$ cat config.mk
export PLATFORM = sky130hd
export DESIGN_NAME = fifo_read_strobe_ctrl
export DESIGN_NICKNAME = d
export VERILOG_FILES = /design/src/rtl/rsc_pkg.sv /design/src/rtl/rsc_guard.sv /design/src/rtl/rsc_thresh.sv /design/src/rtl/rsc_strobe.sv /design/src/rtl/rsc_hold.sv /design/src/rtl/fifo_read_strobe_ctrl.sv
export SDC_FILE = /design/constraint.sdc
export NUM_CORES = 1
export LEC_CHECK = 0
export BUFFER_PORTS_ARGS = -buffer_cell sky130_fd_sc_hd__buf_2
export CAP_MARGIN = 25
export CORE_MARGIN = 8
export CORE_UTILIZATION = 40
export CTS_CLUSTER_DIAMETER = 50
export DETAILED_ROUTE_END_ITERATION = 10
export HOLD_SLACK_MARGIN = 0.15
export PLACE_DENSITY = 0.73
export REMOVE_ABC_BUFFERS = 1
export SYNTH_ARGS = -nofsm -noshare
export SYNTH_HDL_FRONTEND = slang
export SYNTH_HIERARCHICAL = 1
export SYNTH_SLANG_ARGS = --single-unit
export TNS_END_PERCENT = 100
$ cat constraint.sdc
create_clock -name clk -period 2.1 [get_ports clk]
set_input_delay 0.42 -clock clk [delete_from_list [all_inputs] [get_ports clk]]
set_output_delay 0.42 -clock clk [all_outputs]
set_load 0.02 [all_outputs]
$ cat src/rtl/rsc_pkg.sv
package rsc_pkg;
  typedef enum logic {
    SO_IDLE = 1'b0,
    SO_WAIT = 1'b1
  } so_state_t;

  localparam int POL_GUARD = 0;
  localparam int POL_THRESH = 1;
endpackage

$ cat src/rtl/rsc_guard.sv
module rsc_guard #(
  parameter int GUARD_CYC = 4,
  parameter int CW = $clog2(GUARD_CYC + 1)
) (
  input  logic clk,
  input  logic rst,
  input  logic en,
  input  logic fifo_empty,
  input  logic or_flag,
  input  logic launch,
  output logic permit
);
  logic          armed;
  logic [CW-1:0] cnt;
  logic          done;

  assign done   = (cnt == CW'(GUARD_CYC));
  assign permit = !en || !armed || done;

  always_ff @(posedge clk) begin
    if (rst) begin
      armed <= 1'b1;
      cnt   <= '0;
    end else if (fifo_empty) begin
      armed <= 1'b1;
      cnt   <= '0;
    end else if (launch) begin
      armed <= 1'b0;
      cnt   <= '0;
    end else if (armed && or_flag && !done) begin
      cnt <= cnt + 1'b1;
    end
  end

  // while armed and the window has not run out, no strobe may start
  p_guard_wait_r6: assert property (@(posedge clk) disable iff (rst)
    (en && armed && !done) |-> !launch);

  // after the first launch from empty the guard stops delaying
  p_guard_disarm_r7: assert property (@(posedge clk) disable iff (rst)
    (launch && !fifo_empty) |=> !armed);
endmodule

$ cat src/rtl/rsc_thresh.sv
module rsc_thresh #(
  parameter int DEPTH = 16,
  parameter int LVL_W = $clog2(DEPTH + 1)
) (
  input  logic             clk,
  input  logic             rst,
  input  logic             en,
  input  logic [LVL_W-1:0] level,
  output logic             permit
);
  localparam int HALF = DEPTH / 2;

  logic active;
  logic above;

  assign above  = (level > LVL_W'(HALF));
  assign permit = !en || active || above;

  always_ff @(posedge clk) begin
    if (rst)                  active <= 1'b0;
    else if (level == '0)     active <= 1'b0;
    else if (above)           active <= 1'b1;
  end

  // a session only opens after the level was seen above half
  p_session_open_r8: assert property (@(posedge clk) disable iff (rst)
    $rose(active) |-> ($past(level) > LVL_W'(HALF)));
endmodule

$ cat src/rtl/rsc_strobe.sv
module rsc_strobe
  import rsc_pkg::*;
(
  input  logic clk,
  input  logic rst,
  input  logic or_flag,
  input  logic permit,
  input  logic room,
  output logic launch,
  output logic so
);
  so_state_t st;

  assign so     = (st == SO_WAIT);
  assign launch = (st == SO_IDLE) && or_flag && permit && room;

  always_ff @(posedge clk) begin
    if (rst) begin
      st <= SO_IDLE;
    end else begin
      case (st)
        SO_IDLE: if (launch)   st <= SO_WAIT;
        SO_WAIT: if (!or_flag) st <= SO_IDLE;
        default:               st <= SO_IDLE;
      endcase
    end
  end

  // strobe rises only after output-ready was seen high
  p_rise_needs_or_r2: assert property (@(posedge clk) disable iff (rst)
    $rose(so) |-> $past(or_flag));

  // held while unacknowledged, released once acknowledged
  p_hold_high_r3: assert property (@(posedge clk) disable iff (rst)
    (so && or_flag) |=> so);
  p_release_r3: assert property (@(posedge clk) disable iff (rst)
    (so && !or_flag) |=> !so);
endmodule

$ cat src/rtl/rsc_hold.sv
module rsc_hold #(
  parameter int DATA_W = 16
) (
  input  logic              clk,
  input  logic              rst,
  input  logic              load,
  input  logic [DATA_W-1:0] din,
  input  logic              m_ready,
  output logic              room,
  output logic [DATA_W-1:0] m_data,
  output logic              m_valid
);
  assign room = !m_valid || m_ready;

  always_ff @(posedge clk) begin
    if (rst) begin
      m_valid <= 1'b0;
      m_data  <= '0;
    end else if (load) begin
      m_valid <= 1'b1;
      m_data  <= din;
    end else if (m_ready) begin
      m_valid <= 1'b0;
    end
  end

  // a stalled word is held unchanged
  p_stall_stable_r9: assert property (@(posedge clk) disable iff (rst)
    (m_valid && !m_ready) |=> (m_valid && $stable(m_data)));

  // a stalled holding register blocks any new capture
  p_no_load_stalled_r5: assert property (@(posedge clk) disable iff (rst)
    (m_valid && !m_ready) |-> !load);
endmodule

$ cat src/rtl/fifo_read_strobe_ctrl.sv
module fifo_read_strobe_ctrl
  import rsc_pkg::*;
#(
  parameter int DATA_W    = 16,
  parameter int DEPTH     = 16,
  parameter int GUARD_CYC = 4,
  parameter int LVL_W     = $clog2(DEPTH + 1)
) (
  input  logic              clk,
  input  logic              rst,
  input  logic [1:0]        policy,
  input  logic              or_flag,
  input  logic [DATA_W-1:0] fifo_data,
  input  logic [LVL_W-1:0]  fill_level,
  output logic              so_strobe,
  output logic [DATA_W-1:0] m_data,
  output logic              m_valid,
  input  logic              m_ready
);
  logic launch;
  logic room;
  logic guard_ok;
  logic thr_ok;
  logic fifo_empty;

  assign fifo_empty = (fill_level == '0);

  rsc_guard #(.GUARD_CYC(GUARD_CYC)) u_guard (
    .clk        (clk),
    .rst        (rst),
    .en         (policy[POL_GUARD]),
    .fifo_empty (fifo_empty),
    .or_flag    (or_flag),
    .launch     (launch),
    .permit     (guard_ok)
  );

  rsc_thresh #(.DEPTH(DEPTH), .LVL_W(LVL_W)) u_thresh (
    .clk    (clk),
    .rst    (rst),
    .en     (policy[POL_THRESH]),
    .level  (fill_level),
    .permit (thr_ok)
  );

  rsc_strobe u_strobe (
    .clk     (clk),
    .rst     (rst),
    .or_flag (or_flag),
    .permit  (guard_ok && thr_ok),
    .room    (room),
    .launch  (launch),
    .so      (so_strobe)
  );

  rsc_hold #(.DATA_W(DATA_W)) u_hold (
    .clk     (clk),
    .rst     (rst),
    .load    (launch),
    .din     (fifo_data),
    .m_ready (m_ready),
    .room    (room),
    .m_data  (m_data),
    .m_valid (m_valid)
  );

  // the word on the FIFO bus at the strobe's rising edge is what is held
  p_capture_r4: assert property (@(posedge clk) disable iff (rst)
    $rose(so_strobe) |-> (m_valid && m_data == $past(fifo_data)));

  // out of reset nothing is strobed or offered
  p_reset_quiet_r1: assert property (@(posedge clk)
    $past(rst) |-> (!so_strobe && !m_valid));
endmodule

Word-level counts from Yosys, hierarchy flattened
Index checks and enable logic that the tools add are counted.

Register bits after elaboration: 23. Output and inout bits: 18.

$add $sub $neg: 1. Magnitude comparators: 1. Eq/ne operators: 1. Muxes and demuxes: 5. Bitwise operators: 1. Reductions and logical operators: 20.

Operators with widths (count): 1-bit logical AND (6); 5-bit by 4-bit > comparator with 1-bit output (second input constant) (1); 1-bit logical NOT (5); 5-bit logical NOT (1); 1-bit logical OR (5); 1-bit 2-to-1 mux (4); 3-bit by 1-bit adder with 3-bit output (second input constant) (1); 3-bit == test (second input constant) (1); 3-bit OR reduction (1); 1-bit case mux with 2 select lines (1); 2-bit nonzero test (1); 2-bit OR reduction (1); 1-bit inverter (1).

Longest topological paths before layout
Gate-level depths: netlist (run 1).

Depth after elaboration: 8. Gate-level depth with buffers: 10. Mapped depth without buffers: 8.

By module
The synthesis (run 1) kept the hierarchy.

Modules (own cells, without submodules): rsc_hold (instances 1, cells each 56, area an instance 616.8 um^2); rsc_guard (instances 1, cells each 25, area an instance 209.0 um^2); rsc_thresh (instances 1, cells each 7, area an instance 56.3 um^2); rsc_strobe (instances 1, cells each 4, area an instance 47.5 um^2); fifo_read_strobe_ctrl (instances 1, cells each 3, area an instance 17.5 um^2).

Least setup slack after synthesis (run 1)
OpenSTA, ideal clock, no wires.

Path type: input port to flip-flop. Start: in fill_level[1]. End: reg u_guard.cnt[2]. Setup time: 78 ps. Arrival: 1939 ps. Slack: 83 ps. Cell stages on the path: 7. Path through: or3_1 -> a21oi_2 -> nand3_1 -> and2_1 -> and4b_1 -> or3_1 -> nor3_1.

Cells in the longest elaborated chain, start to end: 6.

RTL lines: from (decl) (line fifo_read_strobe_ctrl.sv:14) `input logic [LVL_W-1:0] fill_level,`; 5-bit by 4-bit > comparator with 1-bit output (line rsc_thresh.sv:16) `assign above = (level > LVL_W'(HALF));`; 1-bit logical OR (line rsc_thresh.sv:17) `assign permit = !en || active || above;`; via thr_ok (line fifo_read_strobe_ctrl.sv:23) `logic thr_ok;`; 1-bit logical AND (line fifo_read_strobe_ctrl.sv:50) `.permit (guard_ok && thr_ok),`; 1-bit logical AND (2 in series) (line rsc_strobe.sv:15) `assign launch = (st == SO_IDLE) && or_flag && permit && room;`; via launch (line fifo_read_strobe_ctrl.sv:20) `logic launch;`; 3-bit OR reduction (no line); to (signal assigned) (line rsc_guard.sv:31) `cnt <= cnt + 1'b1;`; to (decl) (line rsc_guard.sv:14) `logic [CW-1:0] cnt;`.

The timed path passes the listed nets, and every way through them passes these cells. A chain may end at the register's enable or synchronous reset.

Final worst setup path (run 1)
Same ends and word-level chain as after synthesis.

==> results of run 1 <==
layer usage:
metal | wire (µm) | vias to the layer above | global-route usage [%]
li1 | - | 415 | -
met1 | 918 | 387 | 11.6
met4 | 0 | 0 | 3.27
met5 | 0 | - | 0
met3 | 125 | 0 | 3.09
met2 | 1090 | 26 | 17.9
registers in the layout (all words and copies together) (netlist names):
name,count
u_guard/cnt,3
u_hold/m_valid,1
u_hold/m_data,16
u_strobe/so,1
u_thresh/active,1
u_guard/armed,1
cell families after synthesis:
logic type,after synthesis,synth area share (%)
fa+ha+maj,2,2.64
flops,23,48.6
buf+inv,9,6.34
compound gates,10,6.08
simple gates,35,19.4
mux,16,16.9
metrics by stage:
step                setup WS (ps)  instance area, µm²
floorplan                    -259                 906
global placement            -32.0                1170
detailed placement           -110                1170
CTS                           205                1190
global route                 18.8                1190
finish                        203                1190
worst max path at each step:
stage / from / cells after the start / slack [ps] / endpoint
finish: fill_level[1] / 8 / 200 / u_guard/cnt[2]$_SDFFE_PP0P_
global route: u_guard/cnt[0]$_SDFFE_PP0P_ / 8 / 20 / u_guard/cnt[2]$_SDFFE_PP0P_
floorplan: fill_level[1] / 7 / -260 / u_guard/cnt[2]$_SDFFE_PP0P_
detailed placement: fill_level[1] / 8 / -110 / u_guard/cnt[2]$_SDFFE_PP0P_
CTS: u_guard/cnt[0]$_SDFFE_PP0P_ / 8 / 200 / u_guard/cnt[2]$_SDFFE_PP0P_
global placement: fill_level[1] / 8 / -30 / u_guard/cnt[2]$_SDFFE_PP0P_
cells in the final DEF (no fill, tap or decap), drive strengths merged:
| cell | n |
|---|---|
| buf | 45 |
| a31oi | 1 |
| nand2b | 1 |
| clkbuf | 4 |
| a21oi | 5 |
| nor3 | 2 |
| or3 | 3 |
| mux2i | 16 |
| nand3 | 2 |
| and4bb | 1 |
| dfxtp | 23 |
| nor2 | 18 |
| or4 | 1 |
| and2 | 2 |
| nor3b | 1 |
| ha | 2 |
| and4b | 1 |
| nand4 | 1 |
| o21ai | 3 |
| a211oi | 1 |
| inv | 5 |
| nand2 | 2 |
report_power, final:
| group | total, W | internal [W] | switching, W |
|---|---|---|---|
| Clock | 0.000194 | 0.0000739 | 0.000120 |
| Sequential | 0.000480 | 0.000464 | 0.0000157 |
| Combinational | 0.000164 | 0.0000731 | 0.0000906 |
| Total | 0.000837 | 0.000611 | 0.000226 |
cell type report:
cell class | instances | share of cell area (%)
sequential | 23 | 38.5
multi-input combinational | 63 | 35.7
clock buffer | 4 | 2.20
inverter | 5 | 1.57
timing repair buffer | 45 | 19.1
tap | 28 | 2.93
worst min-delay path: cells and delay by family:
kind | cells | cell delay [ps]
simple gates | 1 | 70
mux | 1 | 60
buf+inv | 1 | 70
==> flow_summary_export.csv, run 1 <==
group,metric,value,unit
yosys,top_post_synthesis_cells_by_area,"dfxtp_1 (49%), mux2i_1 (17%), nor2_1 (7.1%)",
yosys,yosys.area.top_type,"dfxtp_1",
worst_setup_path,worst_ep_required,2330,ps
clock_network,clock_tree.buffer_depth,2,
worst_setup_path,max_stage_delay,410,ps
worst_setup_path,critPathLaunchType,"input pin",
clock_network,clk_latency,300,ps
global_routing,globalRoute.totalOverflow,0,
yosys,synthTopCellsByCount,"dfxtp_1 (23), nor2_1 (18), mux2i_1 (16)",
timing,report.final.setup_viol,0,
timing,period_minus_slack,1900,ps
die,fp-row-count,17,
die,floorplan.core_area,2230,µm²
global_routing,grt_first_pass_wirelength,3530,µm
yosys,avgSynthCellArea,9.97,µm²
global_routing,first_global_vias,858,
drt,drt_first_iter_violations,30,
layout,areaGrowthSynthToFinish,26.2,%
die,initial_core_util,42.4,%
layout,final_nets,170,
layout,fillers,208,
worst_hold_path,end_point_of_the_most_critical_hold_path,"u_hold/m_data[8]$_SDFFE_PP0P_",
die,top_level_ports,45,
pwr,leakage,0.577,nW
worst_setup_path,timing.critical_path.mode_cell,"or3_1",
worst_hold_path,worst_hold_path_type,"input pin to register",
yosys,synth-seq-cells,23,
timing,tightestPinTransition,368,ps
die,fp.dieH,64.7,µm
run_status,status,"finished, final reports clean",
clock_network,root_buffer,"clkbuf_4",
timing,slew_headroom,75.5,%
drt,routed_wl,2140,µm
timing,fin_tns_setup,0,ps
drt,dr_total_vias,828,
timing,maximum_clock_frequency,0.527,GHz
global_routing,antenna_violations_before_repair,0,
placed_design,place_congestion,0.709,
clock_network,cts_repair_resize_count,0,
drt,detail_route.first_pass.iterations,4,
worst_setup_path,critPathMaxFanout,3,
yosys,synth_seq_area_share,48.6,%
worst_setup_path,worstPathBufferInverterCount,1,
worst_setup_path,cpLargestDelayFamily,"simple AND/OR/NAND/NOR gates",
layout,finish.utilization,53.5,%
pwr,power_density,700,nW/µm²
worst_setup_path,timing.rr.end,"u_guard/cnt[2]$_SDFFE_PP0P_",
clock_network,cts-buffers-inserted,3,
timing,layout_worst_path_cycle_share,90.3,%
worst_hold_path,hold_depth,3,
worst_setup_path,setup.worst_path.class,"input pin to register",
clock_network,cts_hold_repair.buffers,0,
worst_setup_path,cp_slowest_cell,"or3_1",
placed_design,placement.io_buffers,44,
global_routing,track_usage,10.2,%
drt,routedWlPerCell,12.7,µm
clock_network,cts.sink_count,23,
die,die_width,64.7,µm
yosys,synthCells,95,
pwr,vdd.ir_drop.worst,0.000504,V
layout,footprint_of_the_multi_input_gates,427,µm²
drt,drt-vias-per-instance,4.93,
placed_design,place_hpwl,1730,µm
layout,final_layout_size_suffix_gt1_share,37.1,%
yosys,netlist_area,947,µm²
global_routing,grt_max_degree,22,
yosys,post-synth-top-count-cell,"dfxtp_1",
yosys,dominantRegCellSynth,"dfxtp_1",
timing,fin_worst_skew,1.57,ps
clock_network,cts_post_setup_buffers_inserted,0,
drt,remaining_drc_errors,0,
worst_setup_path,rr_worst_depth,8,
worst_hold_path,hold_start,"fifo_data[8]",
yosys,yosys_warnings,6,
die,fp.dieArea,4180,µm²
worst_setup_path,critical_path.reg2reg.startpoint,"u_guard/cnt[0]$_SDFFE_PP0P_",
worst_setup_path,crit_path_end_kind,"register",
yosys,synth_largest_type_area_fraction,48.6,%
layout,fin_cells,168,
yosys,async_flop_share,0,%
worst_setup_path,cp_data_arrival_time,2120,ps
clock_network,cts_tree,"built",
worst_setup_path,cp_cell_sequence,"buf_2 > or3_1 > a21oi_2 > nand3_1 > and2_1 > and4b_1 > or3_1 > nor3_1",
clock_network,h-tree-depth,1,
timing,unrepaired_setup_endpoints_after_global_routing,"no",
placed_design,numPlacedInstances,164,
drt,ant_nets,0,
yosys,synthDistinctLibCells,25,
yosys,synth_enable_flop_cells,0,
job,max-cap-violations,0,
layout,regArea,460,µm²
timing,timing.hold.ws,351,ps
worst_setup_path,reg2reg_setup_slack,200,ps
timing,finalHoldViolations,0,
clock_network,cts.clk_slew.worst_paths,110,ps
layout,antenna_cells_inserted,0,
pwr,report.power.total,0.000837,W
timing,timing_max_transition_violations_final,0,
(Power assumes the default switching activity.)
==> run 2: changes to the inputs <==
--- a/config.mk
+++ b/config.mk
@@ -7,12 +7,14 @@
 export LEC_CHECK = 0
 export BUFFER_PORTS_ARGS = -buffer_cell sky130_fd_sc_hd__buf_2
 export CAP_MARGIN = 25
+export CELL_PAD_IN_SITES_DETAIL_PLACEMENT = 1
+export CELL_PAD_IN_SITES_GLOBAL_PLACEMENT = 2
 export CORE_MARGIN = 8
-export CORE_UTILIZATION = 40
+export CORE_UTILIZATION = 25
 export CTS_CLUSTER_DIAMETER = 50
 export DETAILED_ROUTE_END_ITERATION = 10
 export HOLD_SLACK_MARGIN = 0.15
-export PLACE_DENSITY = 0.73
+export PLACE_DENSITY_LB_ADDON = 0.1
 export REMOVE_ABC_BUFFERS = 1
 export SYNTH_ARGS = -nofsm -noshare
 export SYNTH_HDL_FRONTEND = slang
==> constraint.sdc (replaced) <==
create_clock -name clk -period 1.9 [get_ports clk]
set_input_delay 0.38 -clock clk [delete_from_list [all_inputs] [get_ports clk]]
set_output_delay 0.38 -clock clk [all_outputs]
set_load 0.02 [all_outputs]
==> flow_summary_export.csv, run 2 (same netlist as run 1, synthesis figures left out) <==
group,metric,value,unit
drt,dr_total_vias,829,
timing,finalHoldViolations,0,
clock_network,cts_post_setup_buffers_inserted,0,
worst_setup_path,rr_worst_depth,8,
die,die_width,77.6,µm
layout,finish.utilization,34.7,%
drt,ant_nets,0,
worst_setup_path,cp_cell_sequence,"buf_2 > or3_4 > a21oi_2 > nand3_1 > and2_1 > and4b_1 > or3_4 > nor3_2",
clock_network,cts_tree,"built",
layout,largest-register,"u_hold/m_data",
drt,drt-vias-per-instance,4.41,
worst_setup_path,timing.critical_path.mode_cell,"or3_4",
worst_setup_path,reg2reg_setup_slack,110,ps
worst_setup_path,crit_path_end_kind,"register",
die,fp-row-count,22,
worst_setup_path,critPathLaunchType,"input pin",
worst_setup_path,setup.worst_path.class,"input pin to register",
die,floorplan.core_area,3660,µm²
clock_network,root_buffer,"clkbuf_8",
timing,fin_worst_skew,7.56,ps
timing,timing_max_transition_violations_final,0,
worst_hold_path,end_point_of_the_most_critical_hold_path,"u_hold/m_data[12]$_SDFFE_PP0P_",
layout,final_nets,170,
pwr,share_clk_of_total_power,30.5,%
timing,tightestPinTransition,408,ps
global_routing,antenna_violations_before_repair,0,
timing,layout_worst_path_cycle_share,96.2,%
worst_hold_path,hold_depth,3,
clock_network,clk_latency,270,ps
global_routing,globalRoute.totalOverflow,0,
worst_setup_path,cp_data_arrival_time,2020,ps
clock_network,clock_tree.buffer_depth,2,
worst_setup_path,worst_ep_required,2100,ps
worst_setup_path,timing.rr.end,"u_guard/cnt[2]$_SDFFE_PP0P_",
drt,detail_route.first_pass.iterations,4,
pwr,power_switching,0.000291,W
placed_design,placement.io_buffers,44,
pwr,report.power.total,0.00104,W
worst_setup_path,critical_path.reg2reg.startpoint,"u_guard/cnt[1]$_SDFFE_PP0P_",
placed_design,place_hpwl,1990,µm
timing,timing.hold.ws,342,ps
placed_design,post_dp_cell_area,1190,µm²
layout,largestRegisters,"u_hold/m_data (16), u_guard/cnt (3)",
timing,report.final.setup_viol,0,
layout,postLayoutCellArea,1270,µm²
layout,areaGrowthSynthToFinish,34.2,%
timing,slew_headroom,72.8,%
clock_network,cts.sink_count,23,
pwr,vdd.ir_drop.worst,0.000341,V
timing,period_minus_slack,1830,ps
pwr,comb_power_share,18.5,%
clock_network,h-tree-depth,1,
layout,fillers,449,
layout,final_layout_size_suffix_gt1_share,42.1,%
run_status,status,"finished, final reports clean",
pwr,leakage,0.590,nW
die,fp.dieH,77.6,µm
worst_setup_path,max_stage_delay,410,ps
job,max-cap-violations,0,
global_routing,first_global_vias,914,
global_routing,grt_max_degree,22,
global_routing,track_usage,8.40,%
layout,layout.cells.most_common,"buf_2",
drt,drt_first_iter_violations,17,
pwr,sw_frac_of_total,28.0,%
drt,routed_wl,2540,µm
layout,antenna_cells_inserted,0,
global_routing,grt_first_pass_wirelength,4170,µm
die,top_level_ports,45,
clock_network,cts_hold_repair.buffers,0,
layout,largest_register_ff_count,16,
die,initial_core_util,25.9,%
clock_network,cts-buffers-inserted,3,
worst_setup_path,cp_slowest_cell,"or3_4",
drt,routedWlPerCell,13.5,µm
drt,remaining_drc_errors,0,
die,fp.dieArea,6010,µm²
timing,maximum_clock_frequency,0.547,GHz
pwr,p_seq_share,51.0,%
clock_network,cts.clk_slew.worst_paths,90,ps
worst_setup_path,critPathMaxFanout,3,
worst_hold_path,worst_hold_path_type,"input pin to register",
placed_design,place_congestion,0.717,
pwr,p_int,0.000748,W
worst_hold_path,hold_start,"fifo_data[12]",
layout,layout.cells.most_common_list,"buf_2 (44), dfxtp_1 (22), nor2_1 (18)",
pwr,power_density,818,nW/µm²
## run 2: cell types whose count changed in the layout (fill, tap and decap cells not counted), sizes merged
cell and delta:
clkinvlp +1, clkbuf -1
## run 2: worst max-delay path by stage
stage,from,to,slack [ps],cells past startpoint
6_report,fill_level[1],u_guard/cnt[2]$_SDFFE_PP0P_,70,8
5_1_grt,u_guard/cnt[0]$_SDFFE_PP0P_,u_hold/m_data[5]$_SDFFE_PP0P_,-8,9
4_1_cts,fill_level[1],u_guard/cnt[2]$_SDFFE_PP0P_,30,8
3_5_place_dp,fill_level[1],u_guard/cnt[2]$_SDFFE_PP0P_,-250,8
3_3_place_gp,fill_level[1],u_guard/cnt[2]$_SDFFE_PP0P_,-220,8
2_1_floorplan,fill_level[1],u_guard/cnt[2]$_SDFFE_PP0P_,-420,7
## run 2: power by group through the flow
stage	Combinational [W]	Clock [W]	Sequential, W
floorplan	0.0000785	0	0.000569
global placement	0.000184	0	0.000539
detailed placement	0.000189	0	0.000541
CTS	0.000189	0.000332	0.000531
global route	0.000214	0.000347	0.000535
finish	0.000192	0.000317	0.000530
## run 2: what timing repair did
| action | CTS | global route |
|---|---|---|
| gates resized for setup | 1 | 7 |
| pin swaps | 0 | 1 |
| setup endpoints to repair | 1 | 18 |
## run 2: metrics by stage
step,cells,worst slack (ps),TNS (ps)
after global routing,188,-7.90,-7.90
after CTS,188,25.2,0
final,188,73.1,0
after floorplan,91,-419,-2410
after global placement,184,-216,-3030
after detailed placement,184,-254,-3540
## run 2: per-layer routing
metal	vias up	part of all wire [%]	GRT usage (%)
met3	4	5.4	2.88
met4	0	0.71	2.26
met5	-	0	0
li1	411	-	-
met1	393	41	9.10
met2	21	53	15.2
## run 2: cell type report
cell class                      count  area [µm²]  area share, %
Clock buffer                        3        41.3           3.25
Clock inverter                      1        7.51          0.591
Inverter                            5        18.8           1.48
Tap cell                           48        60.1           4.72
Multi-Input combinational cell     63         447           35.1
Sequential cell                    23         462           36.3
Timing Repair Buffer               45         235           18.5
## run 2: worst max-delay path, delay by kind of cell
| kind | cells | cell delay (ps) |
|---|---|---|
| buffers and inverters | 1 | 110 |
| and+or+nand+nor | 6 | 1400 |
| AOI/OAI and AO/OA | 1 | 140 |
==> run 3: changes to the inputs <==
--- a/config.mk
+++ b/config.mk
@@ -9,10 +9,11 @@
 export CAP_MARGIN = 25
 export CELL_PAD_IN_SITES_DETAIL_PLACEMENT = 1
 export CELL_PAD_IN_SITES_GLOBAL_PLACEMENT = 2
-export CORE_MARGIN = 8
+export CORE_MARGIN = 5
 export CORE_UTILIZATION = 25
 export CTS_CLUSTER_DIAMETER = 50
 export DETAILED_ROUTE_END_ITERATION = 10
+export GPL_ROUTABILITY_DRIVEN = 0
 export HOLD_SLACK_MARGIN = 0.15
 export PLACE_DENSITY_LB_ADDON = 0.1
 export REMOVE_ABC_BUFFERS = 1
==> flow_summary_export.csv, run 3 (same netlist as run 1, synthesis figures left out) <==
group,metric,value,unit
clock_network,clock_tree.buffer_depth,2,
global_routing,grt_max_degree,22,
drt,ant_nets,0,
worst_setup_path,critPathMaxFanout,3,
layout,layout.cells.most_common_list,"buf_2 (44), dfxtp_1 (21), nor2_1 (18)",
clock_network,clk_latency,260,ps
layout,largestRegisters,"u_hold/m_data (16), u_guard/cnt (3)",
timing,maximum_clock_frequency,0.546,GHz
die,floorplan.core_area,3660,µm²
clock_network,cts-buffers-inserted,3,
timing,fin_worst_skew,2.82,ps
timing,report.final.setup_viol,0,
placed_design,placement.io_buffers,44,
worst_setup_path,timing.rr.end,"u_guard/cnt[2]$_SDFFE_PP0P_",
worst_setup_path,reg2reg_setup_slack,100,ps
worst_setup_path,setup.worst_path.class,"input pin to register",
layout,final_layout_size_suffix_gt1_share,41.4,%
drt,routed_wl,2290,µm
timing,tightestPinTransition,391,ps
global_routing,antenna_violations_before_repair,0,
pwr,power_density,804,nW/µm²
clock_network,cts_post_setup_buffers_inserted,0,
worst_hold_path,hold_depth,3,
clock_network,cts.clk_slew.worst_paths,80,ps
worst_setup_path,worst_setup_path_startpoint,"fill_level[1]",
global_routing,globalRoute.totalOverflow,0,
die,top_level_ports,45,
placed_design,place_hpwl,1830,µm
die,fp.dieH,71.6,µm
layout,antenna_cells_inserted,0,
layout,final_nets,170,
worst_setup_path,critPathLaunchType,"input pin",
worst_hold_path,end_point_of_the_most_critical_hold_path,"u_hold/m_data[14]$_SDFFE_PP0P_",
worst_setup_path,critical_path.reg2reg.startpoint,"u_guard/cnt[0]$_SDFFE_PP0P_",
clock_network,cts_tree,"built",
timing,timing.final.ws_setup,68.7,ps
timing,slew_headroom,74.0,%
worst_setup_path,cp_data_arrival_time,2030,ps
run_status,status,"finished, final reports clean",
drt,drt_first_iter_violations,27,
placed_design,post_dp_cell_area,1190,µm²
clock_network,root_buffer,"clkbuf_8",
drt,drt-vias-per-instance,4.35,
global_routing,track_usage,9.02,%
pwr,leakage,0.594,nW
timing,period_minus_slack,1830,ps
clock_network,cts.sink_count,23,
placed_design,preCtsSetupSlack,-265,ps
job,max-cap-violations,0,
global_routing,first_global_vias,882,
die,fp.dieArea,5120,µm²
layout,postLayoutCellArea,1260,µm²
global_routing,grt_first_pass_wirelength,3700,µm
die,fp-row-count,22,
worst_hold_path,worst_hold_path_type,"input pin to register",
worst_setup_path,crit_path_end_kind,"register",
layout,finish.utilization,34.6,%
timing,layout_worst_path_cycle_share,96.4,%
worst_setup_path,worst_ep_required,2090,ps
timing,unrepaired_setup_endpoints_after_global_routing,"yes",
pwr,vdd.ir_drop.worst,0.000278,V
worst_setup_path,rr_worst_depth,8,
drt,detail_route.first_pass.iterations,4,
drt,dr_total_vias,818,
die,die_width,71.6,µm
clock_network,h-tree-depth,1,
worst_hold_path,hold_start,"fifo_data[14]",
layout,layout.cells.most_common,"buf_2",
layout,areaGrowthSynthToFinish,33.6,%
layout,fillers,438,
clock_network,cts_hold_repair.buffers,0,
timing,timing_max_transition_violations_final,0,
timing,finalHoldViolations,0,
die,initial_core_util,25.9,%
drt,remaining_drc_errors,0,
drt,routedWlPerCell,12.2,µm
layout,largest-register,"u_hold/m_data",
layout,largest_register_ff_count,16,
## run 3: worst max path at each step
stage / end / slack, ps
final: u_guard/cnt[2]$_SDFFE_PP0P_ / 70
after global routing: u_guard/cnt[2]$_SDFFE_PP0P_ / -8
after CTS: u_guard/cnt[2]$_SDFFE_PP0P_ / 10
after detailed placement: u_guard/cnt[2]$_SDFFE_PP0P_ / -260
after global placement: u_guard/cnt[2]$_SDFFE_PP0P_ / -210
after floorplan: u_guard/cnt[2]$_SDFFE_PP0P_ / -420
## run 3: timing repair
item                                    in CTS  in global routing
gates resized for setup                      0                  7
endpoints found under the setup margin       0                 19
hold endpoints to repair                     0                  0
## run 3: metal layers
layer  vias to the layer above  GRT usage [%]  part of all wire [%]
met1                       384           9.94                    42
met3                         2           3.93                   7.4
met5                         -              0                     0
li1                        412              -                     -
met4                         0           3.76                  0.83
met2                        20           15.1                    50
## run 3: layout make-up
cell class	instances	area, µm²	share of cell area [%]
clock buffers	3	41.3	3.26
clock inverters	1	5.00	0.396
inverters	5	18.8	1.48
flip-flops and latches	23	463	36.6
repair buffers	45	235	18.6
multi-input cells	63	442	34.9
well taps	48	60.1	4.75
## run 3: report_power, final
part	switching (W)	leakage, nW	internal [W]
combinational	0.000103	0.380	0.0000857
sequential	0.0000170	0.189	0.000513
clock	0.000152	0.0255	0.000146
total	0.000272	0.594	0.000745
## run 3: critical path: stages
cell and delay, ps:
buf_2 110, or3_4 380, a21oi_2 140, nand3_1 80
and2_1 140, and4b_1 210, or3_4 410, nor3_2 170
## run 3: through the flow
step | hold WS [ps] | power [W] | TNS [ps] | std cells
CTS | 347 | 0.00103 | 0 | 188
detailed placement | 483 | 0.000728 | -3530 | 184
floorplan | 449 | 0.000648 | -2410 | 91
global route | 347 | 0.00108 | -8.10 | 188
global placement | 468 | 0.000723 | -2920 | 184
finish | 352 | 0.00102 | 0 | 188
